$ cat src/rtl/fwh_pkg.sv
package fwh_pkg;

    localparam logic [3:0] START_RD   = 4'b1101;
    localparam logic [3:0] START_WR   = 4'b1110;
    localparam logic [3:0] SIZE_BYTE  = 4'b0000;
    localparam logic [3:0] SYNC_READY = 4'b0000;
    localparam logic [3:0] TAR_DRIVE  = 4'b1111;

    localparam int ADDR_NIBS  = 7;
    localparam int KEEP_NIBS  = 6;
    localparam int BYTE_NIBS  = 2;
    localparam int SPACE_BIT  = 22;
    localparam int TAR_CLKS   = 2;
    localparam int CNT_W      = 3;

    typedef enum logic [3:0] {
        PH_IDLE,
        PH_ID,
        PH_ADDR,
        PH_SIZE,
        PH_WLO,
        PH_WHI,
        PH_HTAR,
        PH_SYNC,
        PH_DLO,
        PH_DHI,
        PH_TTAR
    } phase_e;

    typedef struct packed {
        logic rd;
        logic wr;
        logic cap;
        logic addr_en;
        logic data_en;
    } seq_ctl_t;

    function automatic logic is_start(input logic [3:0] nib);
        return (nib == START_RD) || (nib == START_WR);
    endfunction

    function automatic logic target_drives(input phase_e ph);
        return (ph == PH_SYNC) || (ph == PH_DLO) || (ph == PH_DHI) || (ph == PH_TTAR);
    endfunction

    function automatic logic [3:0] drive_nibble(input phase_e ph, input logic [7:0] b);
        case (ph)
            PH_DLO:  return b[3:0];
            PH_DHI:  return b[7:4];
            PH_TTAR: return TAR_DRIVE;
            default: return SYNC_READY;
        endcase
    endfunction

endpackage

$ cat src/rtl/fwh_nib_shift.sv
module fwh_nib_shift #(
    parameter int NIBS      = 2,
    parameter bit MSB_FIRST = 1'b1
) (
    input  logic              clk,
    input  logic              rst,
    input  logic              en,
    input  logic [3:0]        nib,
    output logic [4*NIBS-1:0] val
);
    localparam int W = 4 * NIBS;

    generate
        if (MSB_FIRST) begin : g_msb
            always_ff @(posedge clk) begin
                if (rst)     val <= '0;
                else if (en) val <= {val[W-5:0], nib};
            end
        end else begin : g_lsb
            always_ff @(posedge clk) begin
                if (rst)     val <= '0;
                else if (en) val <= {nib, val[W-1:4]};
            end
        end
    endgenerate
endmodule

$ cat src/rtl/fwh_seq.sv
module fwh_seq
    import fwh_pkg::*;
(
    input  logic       clk,
    input  logic       rst,
    input  logic       strb_n,
    input  logic [3:0] bus_in,
    input  logic [3:0] id_strap,
    output phase_e     phase,
    output seq_ctl_t   ctl
);
    phase_e           nxt;
    logic [CNT_W-1:0] cnt, cnt_nxt;
    logic             is_wr, is_wr_nxt;

    always_comb begin
        nxt       = phase;
        cnt_nxt   = cnt;
        is_wr_nxt = is_wr;
        if (!strb_n) begin
            if (is_start(bus_in)) begin
                nxt       = PH_ID;
                is_wr_nxt = (bus_in == START_WR);
            end else begin
                nxt = PH_IDLE;
            end
            cnt_nxt = '0;
        end else begin
            case (phase)
                PH_ID: begin
                    nxt     = (bus_in == id_strap) ? PH_ADDR : PH_IDLE;
                    cnt_nxt = '0;
                end
                PH_ADDR: begin
                    if (cnt == CNT_W'(ADDR_NIBS - 1)) nxt = PH_SIZE;
                    else                               cnt_nxt = cnt + 1'b1;
                end
                PH_SIZE: begin
                    cnt_nxt = '0;
                    if (bus_in != SIZE_BYTE) nxt = PH_IDLE;
                    else                     nxt = is_wr ? PH_WLO : PH_HTAR;
                end
                PH_WLO: nxt = PH_WHI;
                PH_WHI: begin
                    nxt     = PH_HTAR;
                    cnt_nxt = '0;
                end
                PH_HTAR: begin
                    if (cnt == CNT_W'(TAR_CLKS - 1)) nxt = PH_SYNC;
                    else                              cnt_nxt = cnt + 1'b1;
                end
                PH_SYNC: nxt = is_wr ? PH_TTAR : PH_DLO;
                PH_DLO:  nxt = PH_DHI;
                PH_DHI:  nxt = PH_TTAR;
                PH_TTAR: nxt = PH_IDLE;
                default: nxt = PH_IDLE;
            endcase
        end
    end

    always_comb begin
        ctl         = '0;
        ctl.addr_en = strb_n && (phase == PH_ADDR);
        ctl.data_en = strb_n && ((phase == PH_WLO) || (phase == PH_WHI));
        ctl.rd      = strb_n && (phase == PH_SIZE) && !is_wr && (bus_in == SIZE_BYTE);
        ctl.wr      = strb_n && (phase == PH_WHI);
        ctl.cap     = strb_n && (phase == PH_HTAR) && !is_wr &&
                      (cnt == CNT_W'(TAR_CLKS - 1));
    end

    always_ff @(posedge clk) begin
        if (rst) begin
            phase <= PH_IDLE;
            cnt   <= '0;
            is_wr <= 1'b0;
        end else begin
            phase <= nxt;
            cnt   <= cnt_nxt;
            is_wr <= is_wr_nxt;
        end
    end
endmodule

$ cat src/rtl/fwh_drive.sv
module fwh_drive
    import fwh_pkg::*;
(
    input  phase_e     phase,
    input  logic       strb_n,
    input  logic [7:0] rd_byte,
    output logic [3:0] bus_out,
    output logic       bus_oe
);
    always_comb begin
        bus_oe  = strb_n && target_drives(phase);
        bus_out = bus_oe ? drive_nibble(phase, rd_byte) : 4'b0000;
    end
endmodule

$ cat src/rtl/fwh_target.sv
module fwh_target
    import fwh_pkg::*;
#(
    parameter bit FULL_DENSITY = 1'b1,
    parameter int DEC_BITS     = FULL_DENSITY ? 20 : 19
) (
    input  logic                clk,
    input  logic                rst,
    input  logic                strb_n,
    input  logic [3:0]          bus_in,
    output logic [3:0]          bus_out,
    output logic                bus_oe,
    input  logic [3:0]          id_strap,
    output logic                rd_req,
    output logic                rd_reg,
    output logic [DEC_BITS-1:0] rd_addr,
    input  logic [7:0]          rd_data,
    output logic                cmd_we,
    output logic                reg_we,
    output logic [DEC_BITS-1:0] wr_addr,
    output logic [7:0]          wr_data
);
    localparam int KEEP_W = 4 * KEEP_NIBS;
    localparam int BYTE_W = 4 * BYTE_NIBS;

    phase_e              phase;
    seq_ctl_t            ctl;
    logic [KEEP_W-1:0]   addr_sr;
    logic [BYTE_W-1:0]   data_sr;
    logic [7:0]          rd_byte;
    logic                to_core;
    logic [DEC_BITS-1:0] dec_addr;

    fwh_seq u_seq (
        .clk      (clk),
        .rst      (rst),
        .strb_n   (strb_n),
        .bus_in   (bus_in),
        .id_strap (id_strap),
        .phase    (phase),
        .ctl      (ctl)
    );

    fwh_nib_shift #(.NIBS(KEEP_NIBS), .MSB_FIRST(1'b1)) u_addr_sr (
        .clk (clk),
        .rst (rst),
        .en  (ctl.addr_en),
        .nib (bus_in),
        .val (addr_sr)
    );

    fwh_nib_shift #(.NIBS(BYTE_NIBS), .MSB_FIRST(1'b0)) u_data_sr (
        .clk (clk),
        .rst (rst),
        .en  (ctl.data_en),
        .nib (bus_in),
        .val (data_sr)
    );

    fwh_drive u_drive (
        .phase   (phase),
        .strb_n  (strb_n),
        .rd_byte (rd_byte),
        .bus_out (bus_out),
        .bus_oe  (bus_oe)
    );

    assign to_core  = addr_sr[SPACE_BIT];
    assign dec_addr = addr_sr[DEC_BITS-1:0];

    always_ff @(posedge clk) begin
        if (rst) begin
            rd_req  <= 1'b0;
            rd_reg  <= 1'b0;
            rd_addr <= '0;
            cmd_we  <= 1'b0;
            reg_we  <= 1'b0;
            wr_addr <= '0;
            wr_data <= '0;
            rd_byte <= '0;
        end else begin
            rd_req <= ctl.rd;
            cmd_we <= ctl.wr && to_core;
            reg_we <= ctl.wr && !to_core;
            if (ctl.rd) begin
                rd_addr <= dec_addr;
                rd_reg  <= !to_core;
            end
            if (ctl.wr) begin
                wr_addr <= dec_addr;
                wr_data <= {bus_in, data_sr[BYTE_W-1:4]};
            end
            if (ctl.cap) rd_byte <= rd_data;
        end
    end
endmodule

$ cat config.mk
export PLATFORM = sky130hd
export DESIGN_NAME = fwh_target
export DESIGN_NICKNAME = d
export VERILOG_FILES = /design/src/rtl/fwh_pkg.sv /design/src/rtl/fwh_nib_shift.sv /design/src/rtl/fwh_seq.sv /design/src/rtl/fwh_drive.sv /design/src/rtl/fwh_target.sv
export SDC_FILE = /design/constraint.sdc
export NUM_CORES = 1
export LEC_CHECK = 0
export BUFFER_PORTS_ARGS = -buffer_cell sky130_fd_sc_hd__buf_2
export CORE_MARGIN = 5
export CORE_UTILIZATION = 35
export CTS_CLUSTER_SIZE = 28
export DETAILED_ROUTE_END_ITERATION = 8
export PLACE_DENSITY = 0.6
export SYNTH_ARGS = -nofsm -noshare
export SYNTH_HDL_FRONTEND = slang
export SYNTH_SLANG_ARGS = --single-unit
$ cat constraint.sdc
create_clock -name clk -period 2.75 [get_ports clk]
set_clock_uncertainty 0.15 [all_clocks]
set_input_delay 0 -clock clk [delete_from_list [all_inputs] [get_ports clk]]
set_output_delay 0 -clock clk [all_outputs]
set_load 0.03 [all_outputs]
# Yosys cells after proc, flatten, opt, wreduce, memory -nomap -nowiden
# Cells that the tools add are included.
# W data, S select, Z words.
# totals
wordCells	75
in_bits	19
register_bits	99
# op_classes
bitwise	1
n_mux	14
eq_ne	19
n_reduce_logical	27
add_sub_neg	1
# op_table
operator	count
$pmux W4 S9	1
$eq A4 B4 Y1 const B	5
$mux W4	5
$eq A4 B3 Y1 const B	4
$logic_and A1 B1 Y1	12
$pmux W4 S3	1
$pmux W3 S3	1
$eq A4 B2 Y1 const B	2
$mux W2	3
$mux W3	2
$ne A3 B2 Y1 const B	2
$logic_or A1 B1 Y1	5
$eq A4 B1 Y1 const B	1
$eq A4 B4 Y1	1
$logic_not A4 Y1	1
$ne A2 B2 Y1 const B	2
$reduce_and A2 Y1	2
$reduce_bool A4 Y1	1
$add A3 B1 Y3 const B	1
$eq A3 B1 Y1 const B	1
$eq A3 B3 Y1 const B	1
$reduce_and A3 Y1	1
$reduce_bool A3 Y1	1
$reduce_or A3 Y1	1
4 further kinds	5

# Depth between registers and ports, before layout
# Gate-level depths: netlist of the first run.
# depth
depth_word	6
depth_mapped	8

# By module
# Synthesis of the first run repeated with hierarchy kept, for this count alone.
# unflattened
hier_cells	401
area_unflattened_um2	4145.2
# by_module_without_submodules
mod	area_per_inst_um2	seq_area_each_um2	cells_per_inst	instances
fwh_target	2182.1	1201.2	192	1
fwh_nib_shift (u_addr_sr)	869.6	480.5	77	1
fwh_seq	694.4	160.2	88	1
fwh_nib_shift (u_data_sr)	285.3	160.2	26	1
fwh_drive	113.9	0.0	18	1

# Least setup slack after synthesis of the first run
# No wires, ideal clock.
# synth_path
kind	register to register
start	reg u_seq.phase[2]
end	reg wr_addr[10]
setup_ps	70
period_less_slack_ps	1937
setup_slack_ps	813
stages_incl_launch_ff	9
n_path_buf	4
arrival_time_ps	1717
path_cell_list	dfxtp_1 clkbuf_1 nor4bb_1 buf_2 and2_1 buf_2 buf_1 nand2_1 a21oi_1
# synth_between
elab_chain_len	2
# synth_rtl
element	line	source
start: declaration	fwh_seq.sv:9	output phase_e phase,
start signal: assignment	fwh_seq.sv:77	phase <= nxt;
$eq A4 B3 Y1	fwh_seq.sv:66	ctl.wr = strb_n && (phase == PH_WHI);
$logic_and A1 B1 Y1	fwh_seq.sv:66	
end signal: assignment	fwh_target.sv:90	wr_addr <= dec_addr;
end: declaration	fwh_target.sv:20	output logic [DEC_BITS-1:0] wr_addr,
# Every way passes these cells.
# A chain may end at the register's enable or synchronous reset.

# Worst setup path after layout of the first run
# layout_path
start	in bus_in[0]
end	reg rd_reg
# layout_between
elab_chain_len	2
# layout_rtl
element	line	source
start: declaration	fwh_target.sv:10	input logic [3:0] bus_in,
$logic_not A4 Y1	fwh_seq.sv:65	ctl.rd = strb_n && (phase == PH_SIZE) && !is_wr && (bus_in == SIZE_BYTE);
$logic_and A1 B1 Y1	fwh_seq.sv:65	
end signal: assignment	fwh_target.sv:87	rd_reg <= !to_core;
end: declaration	fwh_target.sv:15	output logic rd_reg,
# Every way passes these cells.

==> flow_summary.toml, run 1 <==
[run_status]
status = "complete, no violations"

[die]
dieArea_sq_um = 12700
num_rows = 37
die_h_um = 113
core-area_sq_um = 10300
boundaryPins = 76
initial_core_util = 0.358
die_w_um = 113

[worst_setup_path]
crit_path_cell_trace = "dlygate4sd3_1 > buf_2 > or4_4 > or4_4 > or2_0 > a21oi_1"
cp-end-kind = "register"
crit_arrival_ns = 2.39
cp-start-kind = "input port"
crit_top_cell = "or4_4"
cp_num_buf_inv = 2
critPathKind = "input port to register"
cp_top_family = "simple AND/OR/NAND/NOR gates"
slowest_stage = "or4_4"
slowest_delay_ns = 0.71
critical_path_required_ns = 2.89
critPathMaxFanout = 23

[drt]
ant_nets = 0
vias = 3086
drt_iter0_drc = 183
post_drt_wl_per_cell_um = 13.6
drc = 0
first_pass_iters = 5
routed_via_density = 4.71
drt-total-wl_um = 8910

[timing]
whs_ns = 0.0566
finalMaxSlewViolations = 0
fin_crit_sh = 0.818
hold_violations = 0
finalSetupViolCount = 0
fin_setup_tns_ns = 0
min_period_ns = 2.25
rsz0062_at_grt = "false"
relSlewSlack = 0.407
fmax_mhz = 445
tightest_slew_ns = 0.889

[min_path]
hold_class = "input port to register"

[cells_and_area]
reg_top3 = "u_addr_sr.val: 21 flops, rd_addr: 20 flops, wr_addr: 20 flops"
largest_reg_flops = 21
post-route-util = 0.437
fin_nets = 536
n_antenna_cell = 0
drive_gt1_frac = 0.206
seq_area_sq_um = 1860
largest-register = "u_addr_sr.val"
multi_input_area_sq_um = 1650
area_growth_pct = 22.0
fillCellCount = 1024
postLayoutCellArea_sq_um = 4510

[global_routing]
grt_max_degree = 89
globalRouteOverflowTotal = 0
grt_pass1_vias = 3097
grt_pass1_wl_um = 15100
antenna_found_initial = 0
grt_util_all_layers = 0.146

[power_and_ir_drop]
ir_worst_vdd_mv = 0.218
p_switching_w = 0.000561
sw_frac_of_total = 0.233
p_seq_frac = 0.561
p_leak_nw = 1.97
power_frac_clock = 0.406
power.internal_w = 0.00184
power_density_nw_per_um2 = 533
combPwrFrac = 0.033

[clocking]
h-tree-depth = 3
cts_setup_buffers = 0
clockRootBuffer = "clkbuf_8"
cts_tree = "built"
clk_pin_slew_ns = 0.10
clock_latency_ns = 0.36
clock-sinks = 93
ctsLongestPathBuffers = 2
cts_buffers = 9

[flow_run]
maxCapViolations = 0

[yosys]
synth_edf_count = 0
synth_seq_cells = 93
synth.distinct_cells = 40
netlist_instances = 435
synth_area_sq_um = 3690
async_flop_share = 0
syn_area_per_cell_sq_um = 8.49
seq_area_frac_synth = 0.504
synthFlopType = "dfxtp_1"
synth_fp_nets = 457
yosysWarnings = 0

[place]
gp_congestion = 0.768
dp_hpwl_um = 5920
io_buffer_count = 75
placed_cell_area_sq_um = 4160
## routing by layer
layer  global-route usage  up-vias  part of all wire
li1                     -     1590                 -
met1                0.194     1419              0.48
met2                0.232       64              0.46
met3               0.0246       13             0.039
met4               0.0665        0             0.019
met5                    0        -                 0
## power groups by stage
stage	combinational (W)	clock, W	sequential, W
final	0.0000784	0.000976	0.00135
after CTS	0.0000789	0.00100	0.00135
after global placement	0.0000625	0	0.00138
after floorplan	0.0000400	0	0.00138
after detailed placement	0.0000632	0	0.00138
after global routing	0.0000865	0.00106	0.00135
## cell usage after synthesis (2+ instances only)
cell type / n / share of area
inv_1: 5 / 0.0051
clkbuf_1: 21 / 0.021
ha_1: 3 / 0.010
buf_6: 2 / 0.0061
nor3_1: 2 / 0.0027
o31ai_1: 4 / 0.0081
o21ai_0: 2 / 0.0027
dfxtp_1: 93 / 0.50
a21oi_1: 61 / 0.083
nor2_1: 48 / 0.049
nor4bb_1: 3 / 0.0081
nor2b_1: 3 / 0.0051
or4_4: 2 / 0.0061
nand4b_1: 2 / 0.0047
nand2b_1: 4 / 0.0068
buf_2: 2 / 0.0027
xnor2_1: 5 / 0.012
buf_1: 4 / 0.0041
mux2i_1: 34 / 0.092
nand3b_1: 4 / 0.0081
nand3_1: 2 / 0.0027
nand2_1: 110 / 0.11
nand4_1: 2 / 0.0034
## layout make-up
class / count / share of cell area
multi-input combinational: 305 / 0.365
clock inverter: 6 / 0.0166
sequential: 93 / 0.413
clock buffer: 10 / 0.0305
inverter: 5 / 0.00416
timing repair buffer: 100 / 0.133
tap: 136 / 0.0377
## path summary, 6_finish.rpt
path                       start               end  slack [ns]  cells past startpoint
setup / recovery       bus_in[0]            rd_reg        0.50                      6
hold / removal       id_strap[2]    u_seq.phase[1]        0.06                      5
setup reg to reg  u_seq.phase[1]  u_addr_sr.val[7]        0.60                      5
hold reg to reg      wr_addr[16]       wr_addr[16]        0.31                      2
## worst reg2reg max path, cell delays in order (launching register included)
cell and delay (ns):
dfxtp_1 0.66, nor4bb_1 0.55, nor2b_2 0.23, buf_4 0.25, nand2_1 0.10, a21oi_1 0.15
## cells in the final DEF (no fill, tap or decap), types with 2 or more instances in the layout
cell type,n
a21oi_1,61
buf_2,75
buf_4,11
clkbuf_8,10
dfxtp_1,93
dlygate4sd3_1,14
ha_1,3
inv_1,5
inv_6,2
mux2i_1,34
nand2_1,110
nand2b_1,4
nand3_1,2
nand3b_1,4
nand4_1,2
nand4b_1,2
nor2_1,48
nor2b_1,2
nor3_1,2
nor4bb_1,3
o21ai_0,2
o31ai_1,4
or4_4,2
xnor2_1,5
## through the flow
stage,power [W],std cells,setup slack (ns)
floorplan,0.00142,435,0.813
global placement,0.00144,625,0.639
detailed placement,0.00144,625,0.590
CTS,0.00243,655,0.537
global route,0.00249,655,0.382
finish,0.00240,655,0.501
## cell families after synthesis
group	share of synthesized area
mux	0.0921
compound gates	0.106
xor+xnor	0.0142
simple gates	0.222
fa+ha+maj	0.0102
flops	0.504
buf+inv	0.0508
## timing repair
action | 4_1_cts | 5_1_grt
endpoints found under the hold margin | 25 | 0
gates resized for setup | 0 | 0
hold buffers | 14 | 0
Power figures use the tool's default switching activity.
==> inputs of run 2 (changes only) <==
--- a/config.mk
+++ b/config.mk
@@ -10,7 +10,7 @@
 export CORE_UTILIZATION = 35
 export CTS_CLUSTER_SIZE = 28
 export DETAILED_ROUTE_END_ITERATION = 8
-export PLACE_DENSITY = 0.6
+export PLACE_DENSITY = 0.62
 export SYNTH_ARGS = -nofsm -noshare
 export SYNTH_HDL_FRONTEND = slang
 export SYNTH_SLANG_ARGS = --single-unit
==> constraint.sdc (replaced) <==
create_clock -name clk -period 2 [get_ports clk]
set_clock_uncertainty 0.15 [all_clocks]
set_input_delay 0 -clock clk [delete_from_list [all_inputs] [get_ports clk]]
set_output_delay 0 -clock clk [all_outputs]
set_load 0.03 [all_outputs]
==> flow_summary.toml, run 2 (synthesis gave the netlist of run 1 again) <==
[run_status]
status = "complete, no violations"

[drt]
drt-total-wl_um = 9140
routed_via_density = 4.78
vias = 3197
first_pass_iters = 4
drc = 0
post_drt_wl_per_cell_um = 13.7
drt_iter0_drc = 165
ant_nets = 0

[cells_and_area]
seq_area_sq_um = 1870
largest_reg_flops = 21
area_growth_pct = 25.3
fin_cells = 669
fin_nets = 550
final_cell_mix = "nand2_1, dfxtp_1, buf_2"
reg_top3 = "u_addr_sr.val: 21 flops, rd_addr: 20 flops, wr_addr: 20 flops"
drive_gt1_frac = 0.235
post-route-util = 0.449
multi_input_area_sq_um = 1660
largest-register = "u_addr_sr.val"
final_common_cell = "nand2_1"
fillCellCount = 1027
n_antenna_cell = 0
postLayoutCellArea_sq_um = 4630

[worst_setup_path]
r2r-start = "u_seq.phase[1]"
cp-end-kind = "register"
crit_arrival_ns = 2.00
critPathMaxFanout = 16
r2r_end = "rd_addr[5]"
critPathKind = "input port to register"
cp-start-kind = "input port"
reg2reg_depth = 5
rrSetupSlack_ns = 0.11
critical_path_required_ns = 2.06

[timing]
tightest_slew_ns = 0.886
relSlewSlack = 0.409
whs_ns = 0.0165
fmax_mhz = 516
finalSetupViolCount = 0
rsz0062_at_grt = "false"
fin_crit_sh = 0.969
finalMaxSlewViolations = 0
min_period_ns = 1.94
hold_violations = 0

[place]
gp_congestion = 0.820
placed_cell_area_sq_um = 4260
dp_cells = 637
io_buffer_count = 75
dp_hpwl_um = 6150

[die]
num_rows = 37
die_h_um = 113
core-area_sq_um = 10300
boundaryPins = 76
die_w_um = 113
dieArea_sq_um = 12700
initial_core_util = 0.358

[clocking]
ctsLongestPathBuffers = 2
cts_tree = "built"
cts_buffers = 9
clockRootBuffer = "clkbuf_8"
h-tree-depth = 3
clock-sinks = 93
clk_pin_slew_ns = 0.09
cts_setup_buffers = 0
clock_latency_ns = 0.36

[global_routing]
grt_max_degree = 89
grt_pass1_vias = 3149
antenna_found_initial = 0
globalRouteOverflowTotal = 0
grt_pass1_wl_um = 15200
grt_util_all_layers = 0.146

[min_path]
hold_path_startpoint = "bus_in[1]"
hold-path-cell-count = 5
min_to = "u_seq.phase[0]"
hold_class = "input port to register"

[power_and_ir_drop]
p_total_w = 0.00319
power_density_nw_per_um2 = 690
p_leak_nw = 2.03
ir_worst_vdd_mv = 0.331

[flow_run]
maxCapViolations = 0
## run 2: cell types whose count changed in the layout (fill, tap and decap cells not counted), sizes merged
cell	before	now
dlymetal6s4s	0	1
bufinv	1	0
clkinvlp	1	2
buf	86	98
dlygate4sd3	14	15
## run 2: worst max path at each step
stage	start	end	slack, ns	cells past startpoint
2_1_floorplan	u_seq.phase[2]	wr_addr[10]	0.06	8
3_3_place_gp	bus_in[0]	rd_addr[0]	0.11	6
3_5_place_dp	u_seq.phase[2]	wr_data[3]	0.05	5
4_1_cts	u_seq.phase[2]	wr_addr[6]	-0.008	5
5_1_grt	bus_in[3]	rd_addr[5]	0.01	7
6_report	bus_in[3]	rd_addr[5]	0.06	7
## run 2: power by group
part	internal, W	switching, W	leakage [nW]	total, W
clock	0.000506	0.000714	0.0914	0.00122
sequential	0.00185	0.00000268	0.750	0.00185
combinational	0.0000565	0.0000642	1.19	0.000121
## run 2: timing repair
action,4_1_cts,5_1_grt
gates resized for setup,0,7
pin swaps,0,1
setup endpoints to repair,2,61
hold endpoints to repair,26,0
hold buffers,16,0
## run 2: area by class of cell
class,count,share of cell area
clock buffers,10,0.0297
flip-flops and latches,93,0.403
well taps,136,0.0367
repair buffers,114,0.156
multi-input cells,305,0.359
inverters,5,0.00405
clock inverters,6,0.0113
## run 2: worst max-delay path, cell delays in order
cell and delay [ns]:
dlygate4sd3_1 0.54, buf_2 0.14, or4_4 0.42, or4_4 0.48, buf_12 0.19, mux2i_2 0.17
nor2_1 0.05
## run 2: layer usage
metal / vias to the layer above / part of all wire / GRT usage
met1: 1483 / 0.45 / 0.190
met5: - / 0 / 0
li1: 1625 / - / -
met3: 12 / 0.046 / 0.0278
met2: 77 / 0.49 / 0.235
met4: 0 / 0.016 / 0.0665
## run 2: metrics by stage
step	setup slack (ns)	TNS, ns
after global placement	0.110	0
after floorplan	0.0627	0
final	0.0619	0
after CTS	-0.00794	-0.0112
after global routing	0.0121	0
after detailed placement	0.0534	0
==> inputs of run 3 (changes only) <==
--- a/config.mk
+++ b/config.mk
@@ -6,11 +6,13 @@
 export NUM_CORES = 1
 export LEC_CHECK = 0
 export BUFFER_PORTS_ARGS = -buffer_cell sky130_fd_sc_hd__buf_2
+export CELL_PAD_IN_SITES_DETAIL_PLACEMENT = 0
+export CELL_PAD_IN_SITES_GLOBAL_PLACEMENT = 1
 export CORE_MARGIN = 5
 export CORE_UTILIZATION = 35
 export CTS_CLUSTER_SIZE = 28
 export DETAILED_ROUTE_END_ITERATION = 8
-export PLACE_DENSITY = 0.62
+export PLACE_DENSITY = 0.78
 export SYNTH_ARGS = -nofsm -noshare
 export SYNTH_HDL_FRONTEND = slang
 export SYNTH_SLANG_ARGS = --single-unit
==> flow_summary.toml, run 3 (synthesis gave the netlist of run 1 again) <==
[die]
dieArea_sq_um = 12700
die_h_um = 113
die_w_um = 113
boundaryPins = 76
initial_core_util = 0.358
core-area_sq_um = 10300
num_rows = 37

[worst_setup_path]
crit_arrival_ns = 2.09
r2r_end = "rd_reg"
crit_path_cell_trace = "buf_2 > dlygate4sd3_1 > or4_4 > or4_4 > buf_12 > or2_0 > a21oi_2"
critPathKind = "input port to register"
r2r-start = "u_seq.phase[1]"
critPathMaxFanout = 12
reg2reg_depth = 5
slowest_delay_ns = 0.57
slowest_stage = "dlygate4sd3_1"
critical_path_required_ns = 2.15
cp-start-kind = "input port"
crit_top_cell = "or4_4"
cp-end-kind = "register"
rrSetupSlack_ns = 0.09

[power_and_ir_drop]
p_leak_nw = 2.06
p_seq_frac = 0.563
power_density_nw_per_um2 = 702
combPwrFrac = 0.037
p_switching_w = 0.000759
power_frac_clock = 0.400
sw_frac_of_total = 0.230
ir_worst_vdd_mv = 0.309
power.internal_w = 0.00254

[timing]
relSlewSlack = 0.388
finalMaxSlewViolations = 0
fin_crit_sh = 0.972
hold_violations = 0
min_period_ns = 1.94
finalSetupViolCount = 0
tightest_slew_ns = 0.917
fmax_mhz = 514
fin_ws_ns = 0.0563

[drt]
highest_layer = "met4"
routed_via_density = 4.78
m1WireLength_um = 4350
first_pass_iters = 4
drt-total-wl_um = 9340
post_drt_wl_per_cell_um = 14.0
wl_met3_um = 379
ant_nets = 0
drt_iter0_drc = 138
vias = 3199
wl_met2_um = 4470
drc = 0

[global_routing]
grt_max_degree = 89
grt_pass1_wl_um = 15200
grt_pass1_vias = 3137
globalRouteOverflowTotal = 0
antenna_found_initial = 0
grt_util_all_layers = 0.146

[clocking]
h-tree-depth = 3
clock-sinks = 93
cts_tree = "built"
cts_buffers = 9
clk_pin_slew_ns = 0.09
ctsLongestPathBuffers = 2
clockRootBuffer = "clkbuf_8"
clock_latency_ns = 0.36
cts_setup_buffers = 0

[place]
dp_hpwl_um = 6160
gp_congestion = 0.801
io_buffer_count = 75
dp_cells = 635
dpl_worst_slack_ns = 0.0207

[min_path]
hold_class = "input port to register"
min_to = "u_seq.phase[0]"
hold_path_startpoint = "strb_n"
hold-path-cell-count = 4

[cells_and_area]
area_growth_pct = 27.0
largest-register = "u_addr_sr.val"
final_cell_mix = "nand2_1, dfxtp_1, buf_2"
fin_nets = 550
largest_reg_flops = 21
n_antenna_cell = 0
fin_cells = 669
fillCellCount = 1050
drive_gt1_frac = 0.233
final_common_cell = "nand2_1"
reg_top3 = "u_addr_sr.val: 21 flops, rd_addr: 20 flops, wr_addr: 20 flops"

[run_status]
status = "complete, no violations"

[flow_run]
maxCapViolations = 0
-- run 3: cell count changes in the layout (fill, tap and decap cells not counted), sizes merged --
cell | previous run | this run
buf | 98 | 96
clkbuf | 10 | 11
bufinv | 0 | 1
dlygate4sd3 | 15 | 17
dlymetal6s4s | 1 | 0
clkinvlp | 2 | 0
clkinv | 1 | 2
-- run 3: power groups by stage --
stage,Sequential [W],Combinational [W],Clock (W)
6_report,0.00185,0.000123,0.00132
5_1_grt,0.00186,0.000135,0.00143
4_1_cts,0.00185,0.000122,0.00136
3_5_place_dp,0.00190,0.0000967,0
3_3_place_gp,0.00190,0.0000962,0
2_1_floorplan,0.00190,0.0000550,0
-- run 3: critical path, delay by kind of cell --
| kind | cells | cell delay (ns) |
|---|---|---|
| AOI/OAI and AO/OA | 1 | 0.11 |
| and+or+nand+nor | 3 | 1.13 |
| buffers and inverters | 3 | 0.85 |
-- run 3: how the worst max path moves through the flow --
| stage | start | to | slack (ns) | cells past startpoint |
|---|---|---|---|---|
| after floorplan | u_seq.phase[2] | wr_addr[10] | 0.06 | 8 |
| after global placement | bus_in[0] | rd_reg | 0.10 | 6 |
| final | bus_in[3] | rd_reg | 0.06 | 7 |
| after detailed placement | u_seq.phase[1] | u_addr_sr.val[6] | 0.02 | 5 |
| after CTS | u_seq.phase[1] | u_addr_sr.val[14] | 0.003 | 5 |
| after global routing | bus_in[3] | u_seq.phase[2] | -0.01 | 7 |
-- run 3: through the flow --
stage / TNS, ns / util / power, W / area [sq um] / hold slack (ns)
finish: 0 / 0.454 / 0.00329 / 4690 / 0.00929
global placement: 0 / 0.412 / 0.00199 / 4260 / 0.0820
global route: -0.0180 / 0.454 / 0.00342 / 4690 / 0.0627
floorplan: 0 / - / 0.00195 / 3690 / -0.0140
CTS: 0 / 0.449 / 0.00334 / 4630 / 0.00680
detailed placement: 0 / 0.412 / 0.00199 / 4260 / 0.0895
-- run 3: layer usage --
metal  track usage  up-vias
met5             0        -
met4        0.0529        0
met1         0.189     1509
met2         0.240       56
met3        0.0299       10
li1              -     1624
-- run 3: layout make-up --
cell class / instances / area (sq um) / area share
sequential: 93 / 1860 / 0.397
multi-input combinational: 305 / 1680 / 0.357
timing repair buffer: 114 / 756 / 0.161
tap: 136 / 170 / 0.0363
clock buffer: 10 / 138 / 0.0293
clock inverter: 6 / 68.8 / 0.0147
inverter: 5 / 18.8 / 0.00400
-- run 3: repair_timing --
action	4_1_cts	5_1_grt
endpoints found under the hold margin	25	0
setup endpoints to repair	0	30
resized for setup	0	8
hold buffers	17	0
